===== src/rtl/amem_pkg.sv =====
package amem_pkg;

  typedef enum logic [1:0] {
    MUX_NONE = 2'd0,
    MUX_AAD  = 2'd1,
    MUX_AD   = 2'd2,
    MUX_RSVD = 2'd3
  } mux_mode_e;

endpackage


===== src/rtl/amem_rst_sync.sv =====
module amem_rst_sync (
  input  logic clk,
  input  logic rst_n,
  output logic rst_n_sync
);
  logic [1:0] sync_q;

  always_ff @(posedge clk or negedge rst_n) begin
    if (!rst_n) sync_q <= 2'b00;
    else        sync_q <= {sync_q[0], 1'b1};
  end

  assign rst_n_sync = sync_q[1];
endmodule


===== src/rtl/amem_tick_gen.sv =====
module amem_tick_gen (
  input  logic       clk,
  input  logic       rst_n,
  input  logic       start,
  input  logic       run,
  input  logic [1:0] div,
  output logic       tick_en
);
  logic [1:0] pre_q, pre_d;

  assign tick_en = run && (pre_q == div);

  always_comb begin
    if (start)        pre_d = 2'd0;
    else if (!run)    pre_d = 2'd0;
    else if (tick_en) pre_d = 2'd0;
    else              pre_d = pre_q + 2'd1;
  end

  always_ff @(posedge clk or negedge rst_n) begin
    if (!rst_n) pre_q <= 2'd0;
    else        pre_q <= pre_d;
  end
endmodule


===== src/rtl/amem_tick_counter.sv =====
module amem_tick_counter #(
  parameter int TICK_W = 6
) (
  input  logic              clk,
  input  logic              rst_n,
  input  logic              start,
  input  logic              run,
  input  logic              tick_en,
  input  logic              stall,
  input  logic [TICK_W-1:0] cycle_len,
  output logic [TICK_W-1:0] tick,
  output logic              finish
);
  localparam int CMP_W = TICK_W + 1;

  logic [TICK_W-1:0] tick_q, tick_d;
  logic [CMP_W-1:0]  tick_plus;
  logic              advance;

  assign tick_plus = {1'b0, tick_q} + CMP_W'(1);
  assign advance   = run && tick_en && !stall;
  assign finish    = advance && (tick_plus >= {1'b0, cycle_len});
  assign tick      = tick_q;

  always_comb begin
    tick_d = tick_q;
    if (start)                  tick_d = '0;
    else if (advance && !finish) tick_d = tick_plus[TICK_W-1:0];
  end

  always_ff @(posedge clk or negedge rst_n) begin
    if (!rst_n) tick_q <= '0;
    else        tick_q <= tick_d;
  end
endmodule


===== src/rtl/amem_strobe_dec.sv =====
module amem_strobe_dec
  import amem_pkg::*;
#(
  parameter int ADDR_W = 24,
  parameter int DATA_W = 16,
  parameter int TICK_W = 6
) (
  input  logic              busy,
  input  logic              wr,
  input  logic [TICK_W-1:0] tick,
  input  mux_mode_e         mode,
  input  logic [TICK_W-1:0] cs_on,
  input  logic [TICK_W-1:0] cs_rd_off,
  input  logic [TICK_W-1:0] cs_wr_off,
  input  logic [TICK_W-1:0] adv_on,
  input  logic [TICK_W-1:0] adv_rd_off,
  input  logic [TICK_W-1:0] adv_wr_off,
  input  logic [TICK_W-1:0] oe_on,
  input  logic [TICK_W-1:0] oe_off,
  input  logic [TICK_W-1:0] we_on,
  input  logic [TICK_W-1:0] we_off,
  input  logic [ADDR_W-1:0] addr,
  input  logic [DATA_W-1:0] wdata,
  output logic              cs_n,
  output logic              adv_n,
  output logic              oe_n,
  output logic              we_n,
  output logic [DATA_W-1:0] bus_out,
  output logic              bus_oe
);
  function automatic logic in_win(input logic [TICK_W-1:0] t,
                                  input logic [TICK_W-1:0] on_t,
                                  input logic [TICK_W-1:0] off_t);
    return (t >= on_t) && (t < off_t);
  endfunction

  logic [TICK_W-1:0] cs_off_sel, adv_off_sel;
  logic              cs_act, adv_act, oe_act, we_act, past_adv, pre_adv;
  logic [DATA_W-1:0] addr_lo, addr_hi;

  assign cs_off_sel  = wr ? cs_wr_off  : cs_rd_off;
  assign adv_off_sel = wr ? adv_wr_off : adv_rd_off;
  assign addr_lo     = addr[DATA_W-1:0];
  assign addr_hi     = DATA_W'(addr >> DATA_W);

  always_comb begin
    cs_act   = busy && in_win(tick, cs_on, cs_off_sel);
    adv_act  = busy && in_win(tick, adv_on, adv_off_sel);
    oe_act   = busy && !wr && in_win(tick, oe_on, oe_off);
    we_act   = busy &&  wr && in_win(tick, we_on, we_off);
    past_adv = tick >= adv_off_sel;
    pre_adv  = tick < adv_on;
  end

  assign cs_n  = !cs_act;
  assign adv_n = !adv_act;
  assign oe_n  = !oe_act;
  assign we_n  = !we_act;

  always_comb begin
    bus_oe  = 1'b0;
    bus_out = '0;
    unique case (mode)
      MUX_AD: begin
        if (adv_act) begin
          bus_oe  = 1'b1;
          bus_out = addr_lo;
        end else if (busy && wr && past_adv) begin
          bus_oe  = 1'b1;
          bus_out = wdata;
        end
      end
      MUX_AAD: begin
        if (busy && pre_adv) begin
          bus_oe  = 1'b1;
          bus_out = addr_hi;
        end else if (adv_act) begin
          bus_oe  = 1'b1;
          bus_out = addr_lo;
        end else if (busy && wr && past_adv) begin
          bus_oe  = 1'b1;
          bus_out = wdata;
        end
      end
      default: begin
        if (busy && wr) begin
          bus_oe  = 1'b1;
          bus_out = wdata;
        end
      end
    endcase
  end
endmodule


===== src/rtl/amem_strobe_seq.sv =====
module amem_strobe_seq
  import amem_pkg::*;
#(
  parameter int ADDR_W = 24,
  parameter int DATA_W = 16,
  parameter int TICK_W = 6
) (
  input  logic              clk,
  input  logic              rst_n,
  input  logic              req_valid,
  input  logic              req_write,
  input  logic [ADDR_W-1:0] req_addr,
  input  logic [DATA_W-1:0] req_wdata,
  output logic              req_ready,
  input  logic [1:0]        cfg_div,
  input  logic [1:0]        cfg_mux,
  input  logic [TICK_W-1:0] cfg_cs_on,
  input  logic [TICK_W-1:0] cfg_cs_rd_off,
  input  logic [TICK_W-1:0] cfg_cs_wr_off,
  input  logic [TICK_W-1:0] cfg_adv_on,
  input  logic [TICK_W-1:0] cfg_adv_rd_off,
  input  logic [TICK_W-1:0] cfg_adv_wr_off,
  input  logic [TICK_W-1:0] cfg_oe_on,
  input  logic [TICK_W-1:0] cfg_oe_off,
  input  logic [TICK_W-1:0] cfg_we_on,
  input  logic [TICK_W-1:0] cfg_we_off,
  input  logic [TICK_W-1:0] cfg_access,
  input  logic [TICK_W-1:0] cfg_rd_cycle,
  input  logic [TICK_W-1:0] cfg_wr_cycle,
  input  logic              cfg_wait_rd_en,
  input  logic              cfg_wait_wr_en,
  input  logic              mem_wait,
  output logic              mem_cs_n,
  output logic              mem_adv_n,
  output logic              mem_oe_n,
  output logic              mem_we_n,
  output logic [ADDR_W-1:0] mem_addr,
  output logic [DATA_W-1:0] mem_ad_out,
  output logic              mem_ad_oe,
  input  logic [DATA_W-1:0] mem_ad_in,
  output logic              done,
  output logic [DATA_W-1:0] done_rdata
);
  logic              rst_n_sync;
  logic              busy_q, busy_d;
  logic              wr_q;
  logic [ADDR_W-1:0] addr_q;
  logic [DATA_W-1:0] wdata_q;
  logic [DATA_W-1:0] rdata_q;
  logic              done_q;
  logic              accept, tick_en, stall, finish, capture, wait_en;
  logic [TICK_W-1:0] tick, cycle_len;

  amem_rst_sync u_rst (
    .clk        (clk),
    .rst_n      (rst_n),
    .rst_n_sync (rst_n_sync)
  );

  assign accept    = req_valid && !busy_q;
  assign wait_en   = wr_q ? cfg_wait_wr_en : cfg_wait_rd_en;
  assign stall     = busy_q && wait_en && mem_wait && (tick == cfg_access);
  assign cycle_len = wr_q ? cfg_wr_cycle : cfg_rd_cycle;
  assign capture   = busy_q && !wr_q && tick_en && !stall && (tick == cfg_access);

  amem_tick_gen u_tick (
    .clk     (clk),
    .rst_n   (rst_n_sync),
    .start   (accept),
    .run     (busy_q),
    .div     (cfg_div),
    .tick_en (tick_en)
  );

  amem_tick_counter #(.TICK_W(TICK_W)) u_cnt (
    .clk       (clk),
    .rst_n     (rst_n_sync),
    .start     (accept),
    .run       (busy_q),
    .tick_en   (tick_en),
    .stall     (stall),
    .cycle_len (cycle_len),
    .tick      (tick),
    .finish    (finish)
  );

  always_comb begin
    busy_d = busy_q;
    if (accept)      busy_d = 1'b1;
    else if (finish) busy_d = 1'b0;
  end

  always_ff @(posedge clk or negedge rst_n_sync) begin
    if (!rst_n_sync) begin
      busy_q <= 1'b0;
      done_q <= 1'b0;
    end else begin
      busy_q <= busy_d;
      done_q <= finish;
    end
  end

  always_ff @(posedge clk or negedge rst_n_sync) begin
    if (!rst_n_sync) begin
      wr_q    <= 1'b0;
      addr_q  <= '0;
      wdata_q <= '0;
    end else if (accept) begin
      wr_q    <= req_write;
      addr_q  <= req_addr;
      wdata_q <= req_wdata;
    end
  end

  always_ff @(posedge clk or negedge rst_n_sync) begin
    if (!rst_n_sync)  rdata_q <= '0;
    else if (capture) rdata_q <= mem_ad_in;
  end

  amem_strobe_dec #(
    .ADDR_W (ADDR_W),
    .DATA_W (DATA_W),
    .TICK_W (TICK_W)
  ) u_dec (
    .busy       (busy_q),
    .wr         (wr_q),
    .tick       (tick),
    .mode       (mux_mode_e'(cfg_mux)),
    .cs_on      (cfg_cs_on),
    .cs_rd_off  (cfg_cs_rd_off),
    .cs_wr_off  (cfg_cs_wr_off),
    .adv_on     (cfg_adv_on),
    .adv_rd_off (cfg_adv_rd_off),
    .adv_wr_off (cfg_adv_wr_off),
    .oe_on      (cfg_oe_on),
    .oe_off     (cfg_oe_off),
    .we_on      (cfg_we_on),
    .we_off     (cfg_we_off),
    .addr       (addr_q),
    .wdata      (wdata_q),
    .cs_n       (mem_cs_n),
    .adv_n      (mem_adv_n),
    .oe_n       (mem_oe_n),
    .we_n       (mem_we_n),
    .bus_out    (mem_ad_out),
    .bus_oe     (mem_ad_oe)
  );

  assign req_ready  = !busy_q;
  assign mem_addr   = addr_q;
  assign done       = done_q;
  assign done_rdata = rdata_q;
endmodule


===== config.mk =====
export PLATFORM = sky130hd
export DESIGN_NAME = amem_strobe_seq
export DESIGN_NICKNAME = d
export VERILOG_FILES = /design/src/rtl/amem_pkg.sv /design/src/rtl/amem_rst_sync.sv /design/src/rtl/amem_tick_gen.sv /design/src/rtl/amem_tick_counter.sv /design/src/rtl/amem_strobe_dec.sv /design/src/rtl/amem_strobe_seq.sv
export SDC_FILE = /design/constraint.sdc
export NUM_CORES = 1
export LEC_CHECK = 0
export BUFFER_PORTS_ARGS = -buffer_cell sky130_fd_sc_hd__buf_4
export CAP_MARGIN = 40
export CORE_UTILIZATION = 46
export DETAILED_ROUTE_END_ITERATION = 12
export PLACE_DENSITY = 0.79
export SLEW_MARGIN = 40
export SYNTH_ARGS = -nofsm -noshare
export SYNTH_HDL_FRONTEND = slang
export SYNTH_HIERARCHICAL = 1
export SYNTH_SLANG_ARGS = --single-unit
export TNS_END_PERCENT = 30

===== constraint.sdc =====
create_clock -name clk -period 5.17 [get_ports clk]
set_input_delay 0.7755 -clock clk [delete_from_list [all_inputs] [get_ports clk]]
set_output_delay 0.7755 -clock clk [all_outputs]
set_load 0.02 [all_outputs]

==> flow_metrics.env <==
export IMPL_status="finished, final reports clean"
export IMPL_arrival_ns=3.47
export IMPL_fmax_mhz=235
export IMPL_slowest_stage="a311oi_4"
export IMPL_grt_antenna_before_repair=0
export IMPL_drt_iter0_markers=114
export IMPL_slew_headroom=0.436
export IMPL_grt_remaining_overflow=0
export IMPL_final_hold_viol_count=0
export IMPL_cts_setup_buffers=0
export IMPL_grt_pass1_vias=4051
export IMPL_diodes=0
export IMPL_syn_avg_cell_area_um2=11.0
export IMPL_synth_area_top_cells="dfrtp_1 (38%), mux2_2 (16%), ha_1 (15%), inv_1 (3.6%), mux2i_1 (2.6%)"
export IMPL_grt_setup_unrepaired="no"
export IMPL_crit_path_end_kind="output port"
export IMPL_cts_sinks=69
export IMPL_final_cell_mix="buf_4 (211), dfrtp_1 (68), mux2_2 (65)"
export IMPL_timing_worst_setup_path_type="register to output port"
export IMPL_routed_via_density=5.26
export IMPL_crit_chain="mux2i_1 > ha_1 > a21oi_1 > o21a_1 > o2111ai_2 > a311oi_4 > a22o_2 > a21o_1 > buf_4"
export IMPL_synth_edff_count=0
export IMPL_hp_class="primary input to async pin"
export IMPL_port_buffers=207
export IMPL_clock_skew_ns=0.0143
export IMPL_ir_drop_mv=0.345
export IMPL_yosys_warnings=6
export IMPL_p_leak_nw=3.49
export IMPL_gp_congestion=0.853
export IMPL_synth_top_area_frac=0.376
export IMPL_root_buffer="clkbuf_8"
export IMPL_vias=4024
export IMPL_synthArstFlopShare=1.00
export IMPL_cts_tree="done"
export IMPL_die_area_mm2=0.0104
export IMPL_boundaryPins=208
export IMPL_p_per_area_mw_per_mm2=442
export IMPL_start_util=0.472
export IMPL_finalCriticalPeriod_ns=4.25
export IMPL_cts_htree_levels=3
export IMPL_rows=36
export IMPL_cp_num_buf_inv=1
export IMPL_numCtsBuffers=9
export IMPL_nets=826
export IMPL_layout_commonest_cell="buf_4"
export IMPL_ys_seq_elements=69
export IMPL_grt_start_max_net_pins=37
export IMPL_drive_above_1_share=0.500
export IMPL_clock_path_buffers=2
export IMPL_critical_path_top_delay_family="compound AO/OA/AOI/OAI gates"
export IMPL_remaining_drc_errors=0
export IMPL_hpwlAfterDp_mm=9.76
export IMPL_syn_area_mm2=0.00459
export IMPL_min_period_over_period=0.822
export IMPL_cp_max_fo=16
export IMPL_final_antenna_net_count=0
export IMPL_finalSetupTns_ns=0
export IMPL_slowest_delay_ns=0.80
export IMPL_ctsHoldBuffers=0
export IMPL_syn_nets=615
export IMPL_wl_per_cell_um=16.3
export IMPL_tightest_slew_ns=0.847
export IMPL_die_y_um=102
export IMPL_drt_total_wl_mm=12.5
export IMPL_max_cap_viol_count=0
export IMPL_syn_to_final_growth_pct=41.6
export IMPL_grt_total_usage=0.239
export IMPL_die_w_um=102
export IMPL_syn_inst=416
export IMPL_drt_first_pass_iters=4
export IMPL_grt_pass1_wl_mm=19.1
export IMPL_clk_transition_reported_paths_ns=0.08
export IMPL_synthFlopType="dfrtp_1"
export IMPL_final_core_util=0.668
export IMPL_cts_repair_resized=0
export IMPL_cp_start_kind="register"
export IMPL_synth_seq_area_share=0.376
export IMPL_worstSkewPairLatency_ns=0.35
export IMPL_drv_slew=0
export IMPL_core_area_mm2=0.00973
export IMPL_synthDistinctLibCells=51
export IMPL_synth_top_cell_by_area="dfrtp_1"
export IMPL_finalSetupViolations=0
export IMPL_cp_required_ns=4.39
## per-layer routing
layer,GRT usage,part of all wire,up-vias,routed length [µm]
met3,0.0705,0.083,14,1030
li1,-,-,1917,-
met5,0,0,-,0
met4,0.0582,0.0093,0,116
met1,0.290,0.40,1928,5040
met2,0.419,0.50,165,6280
## path summary, 6_finish.rpt
| check | from | endpoint | slack (ns) | depth (start not counted) |
|---|---|---|---|---|
| max reg2reg | wr_q | u_cnt/tick[4] | 2.00 | 9 |
| max | wr_q | mem_ad_out[0] | 0.92 | 9 |
| min in group clk | u_rst/sync_q[0] | u_rst/sync_q[1] | 0.37 | 0 |
| max in group asynchronous | u_rst/sync_q[1] | u_tick/pre_q[0] | 4.14 | 1 |
| min reg2reg | u_rst/sync_q[1] | wdata_q[12] | 0.27 | 0 |
| min | rst_n | u_rst/sync_q[0] | 0.19 | 1 |
## report_power, final
group | switching (mW) | internal [mW]
Clock | 0.216 | 0.239
Combinational | 0.673 | 0.738
Sequential | 0.253 | 0.755
Total | 1.14 | 1.73
## flip-flops by register name (all words and copies together) (netlist names)
signal / flops
busy_q: 1
done: 1
done_rdata: 16
mem_addr: 24
u_cnt/tick: 6
u_rst/sync_q: 2
u_tick/pre_q: 2
wdata_q: 16
wr_q: 1
## worst reg2reg max path: stages, from the launching register on
cell	delay, ns
dfrtp_1	0.74
buf_4	0.32
mux2_2	0.35
inv_1	0.06
ha_1	0.24
a21o_2	0.19
a221o_1	0.39
a211o_4	0.32
or3_1	0.33
a21oi_1	0.15
## synth_stat cells (3+ instances only)
cell type	count
mux2_2	65
ha_1	54
a21o_1	14
nand2_1	14
inv_1	44
nand4_1	5
nand3_1	3
a211oi_1	3
a22o_2	11
mux2i_1	12
nand2b_1	8
or3_1	3
a21oi_1	18
xor2_1	4
a22o_1	5
o21ai_0	16
clkbuf_1	6
o21bai_1	3
nor2b_1	4
dfrtp_1	69
nor2_1	6
xnor2_1	10
## cell type report
class                      count  area [µm²]
timing repair buffer         211        1580
sequential                    69        1730
multi-input combinational    291        2650
tap                          133         166
clock buffer                  10         138
clock inverter                 6        68.8
fill                         762        3230
inverter                      45         169
## kinds of logic after synthesis
family / Yosys count / share of synthesized area
AOI/OAI and AO/OA: 89 / 0.144
muxes: 77 / 0.186
DFF: 69 / 0.376
and+or+nand+nor: 56 / 0.0706
buffers and inverters: 56 / 0.0496
adders and majority gates: 54 / 0.147
xor gates and xnor gates: 14 / 0.0267
other: 1 / 0.000817
## stage by stage
stage	instance area, µm²	instances	worst slack, ns	total power [mW]	hold WS (ns)
floorplan	4590	416	1.43	1.85	0.331
global placement	6280	748	1.42	2.36	0.337
CTS	6500	765	0.942	2.89	0.169
finish	6500	765	0.921	2.87	0.187
global route	6500	765	0.706	3.07	0.163
detailed placement	6290	749	1.29	2.42	0.335
Note: power is estimated with default switching activity, not from simulation.
